--- src/rtl/auxc_pkg.sv ---
package auxc_pkg;

   // Which register the current address selects
   typedef enum logic [2:0] {
      SEL_NONE = 3'd0,
      SEL_CFG  = 3'd1,
      SEL_AUX1 = 3'd2,
      SEL_AUX2 = 3'd3,
      SEL_DIAG = 3'd4,
      SEL_MDM  = 3'd5,
      SEL_PM   = 3'd6,
      SEL_SYS  = 3'd7
   } auxc_sel_e;

   localparam int unsigned AUXC_ADDR_W = 28;
   localparam logic [AUXC_ADDR_W-1:0] AUXC_MASK      = 28'hfff0000;
   localparam logic [AUXC_ADDR_W-1:0] AUXC_CFG_BASE  = 28'h1800000;
   localparam logic [AUXC_ADDR_W-1:0] AUXC_AUX1_BASE = 28'h1900000;
   localparam logic [AUXC_ADDR_W-1:0] AUXC_AUX2_BASE = 28'h1910000;
   localparam logic [AUXC_ADDR_W-1:0] AUXC_DIAG_BASE = 28'h1a00000;
   localparam logic [AUXC_ADDR_W-1:0] AUXC_MDM_BASE  = 28'h1b00000;
   localparam logic [AUXC_ADDR_W-1:0] AUXC_PM_BASE   = 28'h1c00000;
   localparam logic [AUXC_ADDR_W-1:0] AUXC_SYS_BASE  = 28'h1f00000;

endpackage

--- src/rtl/auxc_decode.sv ---
module auxc_decode #(
   parameter int unsigned ADDR_W    = auxc_pkg::AUXC_ADDR_W,
   parameter int unsigned SYS_IDX_W = 2,
   parameter logic [ADDR_W-1:0] REGION_MASK = auxc_pkg::AUXC_MASK,
   parameter logic [ADDR_W-1:0] CFG_BASE    = auxc_pkg::AUXC_CFG_BASE,
   parameter logic [ADDR_W-1:0] AUX1_BASE   = auxc_pkg::AUXC_AUX1_BASE,
   parameter logic [ADDR_W-1:0] AUX2_BASE   = auxc_pkg::AUXC_AUX2_BASE,
   parameter logic [ADDR_W-1:0] DIAG_BASE   = auxc_pkg::AUXC_DIAG_BASE,
   parameter logic [ADDR_W-1:0] MDM_BASE    = auxc_pkg::AUXC_MDM_BASE,
   parameter logic [ADDR_W-1:0] PM_BASE     = auxc_pkg::AUXC_PM_BASE,
   parameter logic [ADDR_W-1:0] SYS_BASE    = auxc_pkg::AUXC_SYS_BASE
) (
   input  logic [ADDR_W-1:0]   addr,
   output auxc_pkg::auxc_sel_e sel,
   output logic                sys_idx0
);
   import auxc_pkg::*;

   if (SYS_IDX_W < 1 || SYS_IDX_W >= ADDR_W) begin : g_bad_idx
      $error("auxc_decode: SYS_IDX_W out of range");
   end

   logic [ADDR_W-1:0] region;

   always_comb begin
      region = addr & REGION_MASK;
      sel    = SEL_NONE;
      if      (region == CFG_BASE)  sel = SEL_CFG;
      else if (region == AUX1_BASE) sel = SEL_AUX1;
      else if (region == AUX2_BASE) sel = SEL_AUX2;
      else if (region == DIAG_BASE) sel = SEL_DIAG;
      else if (region == MDM_BASE)  sel = SEL_MDM;
      else if (region == PM_BASE)   sel = SEL_PM;
      else if (region == SYS_BASE)  sel = SEL_SYS;
   end

   assign sys_idx0 = (addr[SYS_IDX_W-1:0] == '0);

endmodule

--- src/rtl/auxc_plain_reg.sv ---
module auxc_plain_reg #(
   parameter int unsigned W             = 8,
   parameter bit          KEEP_ON_RESET = 1'b0,
   parameter logic [W-1:0] RST_VAL      = '0
) (
   input  logic         clk,
   input  logic         rst_n,
   input  logic         we,
   input  logic [W-1:0] d,
   output logic [W-1:0] q
);

   if (W < 1) begin : g_bad_w
      $error("auxc_plain_reg: W must be at least 1");
   end

   if (KEEP_ON_RESET) begin : g_keep
      // Contents survive reset; writes are refused while reset is held
      always_ff @(posedge clk) begin
         if (we && rst_n) q <= d;
      end
   end else begin : g_clear
      always_ff @(posedge clk or negedge rst_n) begin
         if (!rst_n)  q <= RST_VAL;
         else if (we) q <= d;
      end
   end

endmodule

--- src/rtl/auxc_pf_unit.sv ---
module auxc_pf_unit #(
   parameter int unsigned REG_W   = 8,
   parameter int unsigned PF_BIT  = 2,
   parameter int unsigned CLR_BIT = 1,
   parameter int unsigned OFF_BIT = 0
) (
   input  logic             clk,
   input  logic             rst_n,
   input  logic             wr,
   input  logic [REG_W-1:0] wdata,
   input  logic             gate_en,
   input  logic             pwr_fail,
   output logic [REG_W-1:0] aux_q,
   output logic             shutdown_req
);

   if (PF_BIT >= REG_W || CLR_BIT >= REG_W || OFF_BIT >= REG_W) begin : g_bad_bit
      $error("auxc_pf_unit: bit index beyond register width");
   end
   if (PF_BIT == CLR_BIT || PF_BIT == OFF_BIT || CLR_BIT == OFF_BIT) begin : g_dup_bit
      $error("auxc_pf_unit: status, clear and off bits must differ");
   end

   logic             pf_prev;
   logic             pf_evt;
   logic [REG_W-1:0] nxt;

   assign pf_evt = pwr_fail & ~pf_prev & gate_en;

   always_comb begin
      nxt = aux_q;
      if (wr) begin
         nxt          = wdata;
         nxt[OFF_BIT] = 1'b0;
         nxt[CLR_BIT] = 1'b0;
         nxt[PF_BIT]  = (aux_q[PF_BIT] | wdata[PF_BIT]) & ~wdata[CLR_BIT];
      end
      // A power-fail event in the same cycle outranks the clear
      nxt[PF_BIT] = nxt[PF_BIT] | pf_evt;
   end

   always_ff @(posedge clk or negedge rst_n) begin
      if (!rst_n) begin
         aux_q        <= '0;
         pf_prev      <= 1'b0;
         shutdown_req <= 1'b0;
      end else begin
         aux_q        <= nxt;
         pf_prev      <= pwr_fail;
         shutdown_req <= wr & wdata[OFF_BIT];
      end
   end

endmodule

--- src/rtl/auxc_top.sv ---
module auxc_top #(
   parameter int unsigned ADDR_W      = auxc_pkg::AUXC_ADDR_W,
   parameter int unsigned DATA_W      = 32,
   parameter int unsigned REG_W       = 8,
   parameter int unsigned SYS_W       = 32,
   parameter int unsigned SYS_IDX_W   = 2,
   parameter int unsigned PF_BIT      = 2,
   parameter int unsigned CLR_BIT     = 1,
   parameter int unsigned OFF_BIT     = 0,
   parameter int unsigned IRQ_EN_BIT  = 3,
   parameter int unsigned SYS_RST_BIT = 0,
   parameter logic [ADDR_W-1:0] REGION_MASK = auxc_pkg::AUXC_MASK,
   parameter logic [ADDR_W-1:0] CFG_BASE    = auxc_pkg::AUXC_CFG_BASE,
   parameter logic [ADDR_W-1:0] AUX1_BASE   = auxc_pkg::AUXC_AUX1_BASE,
   parameter logic [ADDR_W-1:0] AUX2_BASE   = auxc_pkg::AUXC_AUX2_BASE,
   parameter logic [ADDR_W-1:0] DIAG_BASE   = auxc_pkg::AUXC_DIAG_BASE,
   parameter logic [ADDR_W-1:0] MDM_BASE    = auxc_pkg::AUXC_MDM_BASE,
   parameter logic [ADDR_W-1:0] PM_BASE     = auxc_pkg::AUXC_PM_BASE,
   parameter logic [ADDR_W-1:0] SYS_BASE    = auxc_pkg::AUXC_SYS_BASE
) (
   input  logic              clk,
   input  logic              rst_n,
   input  logic [ADDR_W-1:0] addr,
   input  logic              wr_en,
   input  logic [DATA_W-1:0] wdata,
   output logic [DATA_W-1:0] rdata,
   input  logic              pwr_fail,
   output logic              irq,
   output logic              cpu_halt,
   output logic              shutdown_req,
   output logic              sys_reset_req
);
   import auxc_pkg::*;

   if (REG_W > DATA_W || SYS_W > DATA_W) begin : g_bad_width
      $error("auxc_top: register wider than the data bus");
   end
   if (IRQ_EN_BIT >= REG_W || SYS_RST_BIT >= SYS_W) begin : g_bad_bit
      $error("auxc_top: control bit beyond register width");
   end

   auxc_sel_e        sel;
   logic             sys_idx0;
   logic [REG_W-1:0] cfg_q, aux1_q, aux2_q, diag_q, mdm_q;
   logic [SYS_W-1:0] sys_q;
   logic             we_cfg, we_aux1, we_aux2, we_diag, we_mdm, we_pm, we_sys;
   logic             halt_q, sysrst_q;

   auxc_decode #(
      .ADDR_W(ADDR_W), .SYS_IDX_W(SYS_IDX_W), .REGION_MASK(REGION_MASK),
      .CFG_BASE(CFG_BASE), .AUX1_BASE(AUX1_BASE), .AUX2_BASE(AUX2_BASE),
      .DIAG_BASE(DIAG_BASE), .MDM_BASE(MDM_BASE), .PM_BASE(PM_BASE),
      .SYS_BASE(SYS_BASE)
   ) dec_i (
      .addr(addr), .sel(sel), .sys_idx0(sys_idx0)
   );

   assign we_cfg  = wr_en && (sel == SEL_CFG);
   assign we_aux1 = wr_en && (sel == SEL_AUX1);
   assign we_aux2 = wr_en && (sel == SEL_AUX2);
   assign we_diag = wr_en && (sel == SEL_DIAG);
   assign we_mdm  = wr_en && (sel == SEL_MDM);
   assign we_pm   = wr_en && (sel == SEL_PM);
   assign we_sys  = wr_en && (sel == SEL_SYS) && sys_idx0;

   auxc_plain_reg #(.W(REG_W), .KEEP_ON_RESET(1'b0)) cfg_i (
      .clk(clk), .rst_n(rst_n), .we(we_cfg), .d(wdata[REG_W-1:0]), .q(cfg_q));
   auxc_plain_reg #(.W(REG_W), .KEEP_ON_RESET(1'b0)) aux1_i (
      .clk(clk), .rst_n(rst_n), .we(we_aux1), .d(wdata[REG_W-1:0]), .q(aux1_q));
   auxc_plain_reg #(.W(REG_W), .KEEP_ON_RESET(1'b1)) diag_i (
      .clk(clk), .rst_n(rst_n), .we(we_diag), .d(wdata[REG_W-1:0]), .q(diag_q));
   auxc_plain_reg #(.W(REG_W), .KEEP_ON_RESET(1'b0)) mdm_i (
      .clk(clk), .rst_n(rst_n), .we(we_mdm), .d(wdata[REG_W-1:0]), .q(mdm_q));
   auxc_plain_reg #(.W(SYS_W), .KEEP_ON_RESET(1'b1)) sys_i (
      .clk(clk), .rst_n(rst_n), .we(we_sys), .d(wdata[SYS_W-1:0]), .q(sys_q));

   auxc_pf_unit #(
      .REG_W(REG_W), .PF_BIT(PF_BIT), .CLR_BIT(CLR_BIT), .OFF_BIT(OFF_BIT)
   ) pf_i (
      .clk(clk), .rst_n(rst_n), .wr(we_aux2), .wdata(wdata[REG_W-1:0]),
      .gate_en(cfg_q[IRQ_EN_BIT]), .pwr_fail(pwr_fail),
      .aux_q(aux2_q), .shutdown_req(shutdown_req)
   );

   always_ff @(posedge clk or negedge rst_n) begin
      if (!rst_n) begin
         halt_q   <= 1'b0;
         sysrst_q <= 1'b0;
      end else begin
         halt_q   <= we_pm;
         sysrst_q <= we_sys & wdata[SYS_RST_BIT];
      end
   end

   assign cpu_halt      = halt_q;
   assign sys_reset_req = sysrst_q;
   assign irq           = aux2_q[PF_BIT] & cfg_q[IRQ_EN_BIT];

   always_comb begin
      rdata = '0;
      case (sel)
         SEL_CFG:  rdata[REG_W-1:0] = cfg_q;
         SEL_AUX1: rdata[REG_W-1:0] = aux1_q;
         SEL_AUX2: rdata[REG_W-1:0] = aux2_q;
         SEL_DIAG: rdata[REG_W-1:0] = diag_q;
         SEL_MDM:  rdata[REG_W-1:0] = mdm_q;
         SEL_SYS:  if (sys_idx0) rdata[SYS_W-1:0] = sys_q;
         default:  rdata = '0;
      endcase
   end

endmodule

--- config.mk ---
export PLATFORM = sky130hd
export DESIGN_NAME = auxc_top
export DESIGN_NICKNAME = d
export VERILOG_FILES = /design/src/rtl/auxc_pkg.sv /design/src/rtl/auxc_decode.sv /design/src/rtl/auxc_plain_reg.sv /design/src/rtl/auxc_pf_unit.sv /design/src/rtl/auxc_top.sv
export SDC_FILE = /design/constraint.sdc
export NUM_CORES = 1
export LEC_CHECK = 0
export BUFFER_PORTS_ARGS = -buffer_cell sky130_fd_sc_hd__buf_2
export CORE_MARGIN = 2
export CORE_UTILIZATION = 39
export CTS_CLUSTER_SIZE = 30
export DETAILED_ROUTE_END_ITERATION = 6
export GPL_TIMING_DRIVEN = 1
export MAX_ROUTING_LAYER = met4
export PLACE_DENSITY = 0.65
export SLEW_MARGIN = 10
export SYNTH_ARGS = -nofsm -noshare
export SYNTH_HDL_FRONTEND = slang
export SYNTH_SLANG_ARGS = --single-unit
export TNS_END_PERCENT = 20
--- constraint.sdc ---
create_clock -name clk -period 5.8 [get_ports clk]
set_input_delay 1.16 -clock clk [delete_from_list [all_inputs] [get_ports clk]]
set_output_delay 1.16 -clock clk [all_outputs]
set_load 0.005 [all_outputs]
==> impl_results.md <==
* Outcome: finished clean
* Total CTS buffers at 9
* Final wirelength at 7270 um
* Final hold violations at 0
* Port buffer count at 85
* Setup tns final at 0 ns
* Core ar. at 8180 um^2
* FILL cells at 771
* Critical path class: in -> out
* Seq cells post-synth at 74
* First-pass GRT wire length at 10800 um
* Achievable Freq at 0.218 GHz
* Syn_nets at 290
* Power per cell area at 247 nW/um^2
* Crit-path most repeated cell: buf_2
* # IOs at 100
* DR vias/cell at 5.09
* Antenna Nets Post-Route at 0
* Worst slew pin tran at 0.849 ns
* Clock-pin slew on the worst setup and hold paths at 0.06 ns
* Max Cap Viol at 0
* Largest net degree at the start of global routing at 37
* Total global-route track usage at 16.9%
* Slowest stage delay, CP at 0.79 ns
* P_leak at 1.83 nW
* Top cell type's share of synthesized area at 36.9%
* Final Power at 0.000977 W
* Effective utilization at floorplan at 39.9%
* Post-CTS Resized at 0
* Clock Skews at 0.00216 ns
* DRT Pass-1 Iters at 4
* CTS sink cnt at 74
* Clock root buffer master: clkbuf_8
* Cells after synthesis at 226
* Layout Nets at 377
* Top_reg_cell synth: edfxtp_1
* Vias in the first global route at 2049
* Critical Path RT at 4.64 ns
* Share of layout cells above drive strength 1 at 45.3%
* Max Buffers Root-to-Sink at 2
* Die width at 95.4 um
* Max-slew violation count at 0
* Yosys cell types at 36
* Worst vdd ir at 134 uV
* CTS H-tree depth at 3
* Synth-to-layout area growth at 21.5%
* RSZ-0062 raised after global routing: false
* Share of synthesized registers carrying an async set or reset at 45.9%
* Post-CTS Setup Bufs at 0
* CTS tree: built
* RD Place Congestion at 0.755
* Antenna violations before repair at 0
* Crit-path max FO at 24
* Sum of buffers and inverters on the critical path at 3
* DRC at 0
* Diode count at 0
* Final setup viols at 0
* Crit path DAT at 3.43 ns
* Count leader, synth: edfxtp_1
* Global route overflow at 0
* CP top delay family: simple AND/OR/NAND/NOR gates
* Pre-CTS setup slack at 1.19 ns
* CP Launch Type: input pin
* Starting DRT DRC Count at 138
* Warnings from Yosys at 0
* Via count at 2152
* Hold Buf Count CTS at 0
* Cell taking the most area after synthesis: edfxtp_1
* Min-delay worst type: reg -> reg
* Area contributors post-synth: edfxtp_1, dfrtp_1, mux2_2
* Final core utilization at 48.5%
* Avg Inst Size Synth at 14.4 um^2
* Die Area at 9100 um^2
* Row cnt at 33
* Crit path cell chain: buf_2 -> or4b_1 -> nor4_4 -> buf_4 -> and2_1 -> buf_2
* Final Worst Setup Slack at 1.21 ns
* Wirelength per Cell at 17.2 um
* Mapped Area at 3260 um^2
* Final HPWL DP at 4910 um
* Seq/Total Area, Yosys at 63.0%
* Slowest-stage cell, CP: nor4_4
* Die H at 95.4 um
* Slew headroom at 43.2%
* Skew-Pair Late Insertion Delay at 0.33 ns
* EDFF count, synth at 40
* Fin crit share at 79.1%
* Commonest cells post-synth: edfxtp_1, dfrtp_1, mux2_2, and2_1, nand2_1
* Worst setup EP type: primary output
* Final worst path period need at 4.59 ns
## final timing paths
kind	from	end	slack, ns	cells past startpoint
max in group asynchronous	rst_n	mdm_i.q[1]$_DFFE_PN0P_	4.36	1
worst min register to register	mdm_i.q[1]$_DFFE_PN0P_	mdm_i.q[1]$_DFFE_PN0P_	0.50	1
worst min-delay path	mdm_i.q[1]$_DFFE_PN0P_	mdm_i.q[1]$_DFFE_PN0P_	0.50	1
min in group asynchronous	rst_n	aux1_i.q[7]$_DFFE_PN0P_	0.91	1
worst max-delay path	addr[25]	rdata[25]	1.21	6
worst max register to register	cfg_i.q[3]$_DFFE_PN0P_	cfg_i.q[3]$_DFFE_PN0P_	5.02	1
## cell families after synthesis
| group | after synthesis | synth area share (%) |
|---|---|---|
| and+or+nand+nor | 78 | 16.9 |
| DFF | 74 | 63.0 |
| muxes | 39 | 13.9 |
| AOI/OAI and AO/OA | 21 | 4.34 |
| buffers and inverters | 14 | 1.96 |
## power by group
| group | internal [W] | total, W | switching (W) |
|---|---|---|---|
| Sequential | 0.000556 | 0.000557 | 0.000000642 |
| Clock | 0.000196 | 0.000372 | 0.000176 |
| Combinational | 0.0000190 | 0.0000486 | 0.0000296 |
| Total | 0.000771 | 0.000977 | 0.000206 |
## layout make-up
| type | instances | area, um^2 | area share [%] |
|---|---|---|---|
| Clock buffer | 12 | 135 | 3.41 |
| Tap cell | 105 | 131 | 3.32 |
| Inverter | 2 | 7.51 | 0.190 |
| Timing Repair Buffer | 88 | 448 | 11.3 |
| Sequential cell | 74 | 2050 | 51.8 |
| Multi-Input combinational cell | 138 | 1140 | 28.9 |
| Clock inverter | 4 | 43.8 | 1.11 |
## sequential cells by signal, summed over array words and instances (netlist names)
name	cells
aux1_i.q	8
cfg_i.q	8
cpu_halt	1
diag_i.q	8
mdm_i.q	8
pf_i.aux_q	6
pf_i.pf_prev	1
pf_i.shutdown_req	1
sys_i.q	32
sys_reset_req	1
## per-layer routing
layer | GRT usage (%) | share of wire, % | vias to the layer above
li1 | - | - | 1008
met1 | 21.6 | 43 | 1030
met5 | - | 0 | -
met2 | 25.2 | 46 | 105
met4 | 7.38 | 1.5 | 0
met3 | 4.90 | 9.4 | 9
## metrics by stage
step	instance area (um^2)	hold slack (ns)	cells
global route	3960	0.523	423
finish	3960	0.502	423
CTS	3960	0.508	423
global placement	3780	0.481	407
floorplan	3260	0.463	226
detailed placement	3780	0.493	407
## cells in the final DEF, fill, tap and decap left out, types with 2 or more instances in the layout
master     instances
clkbuf_8           9
and2_1            26
nand3b_1           2
nand3_1            7
mux4_2             2
mux2i_1            8
nor2_1             9
nand4bb_1          2
buf_2             85
a311oi_1           4
a21oi_1            4
a31oi_1            2
buf_4              3
inv_1              2
clkbuf_1           3
nor3_1             2
nand2_1           11
edfxtp_1          40
a32o_1             2
nor4_4             3
clkinv_2           2
a21o_1             2
and3_1             2
o21ai_0            6
dfrtp_1           34
mux2_2            29
or3b_2             5
(Power assumes the default switching activity.)
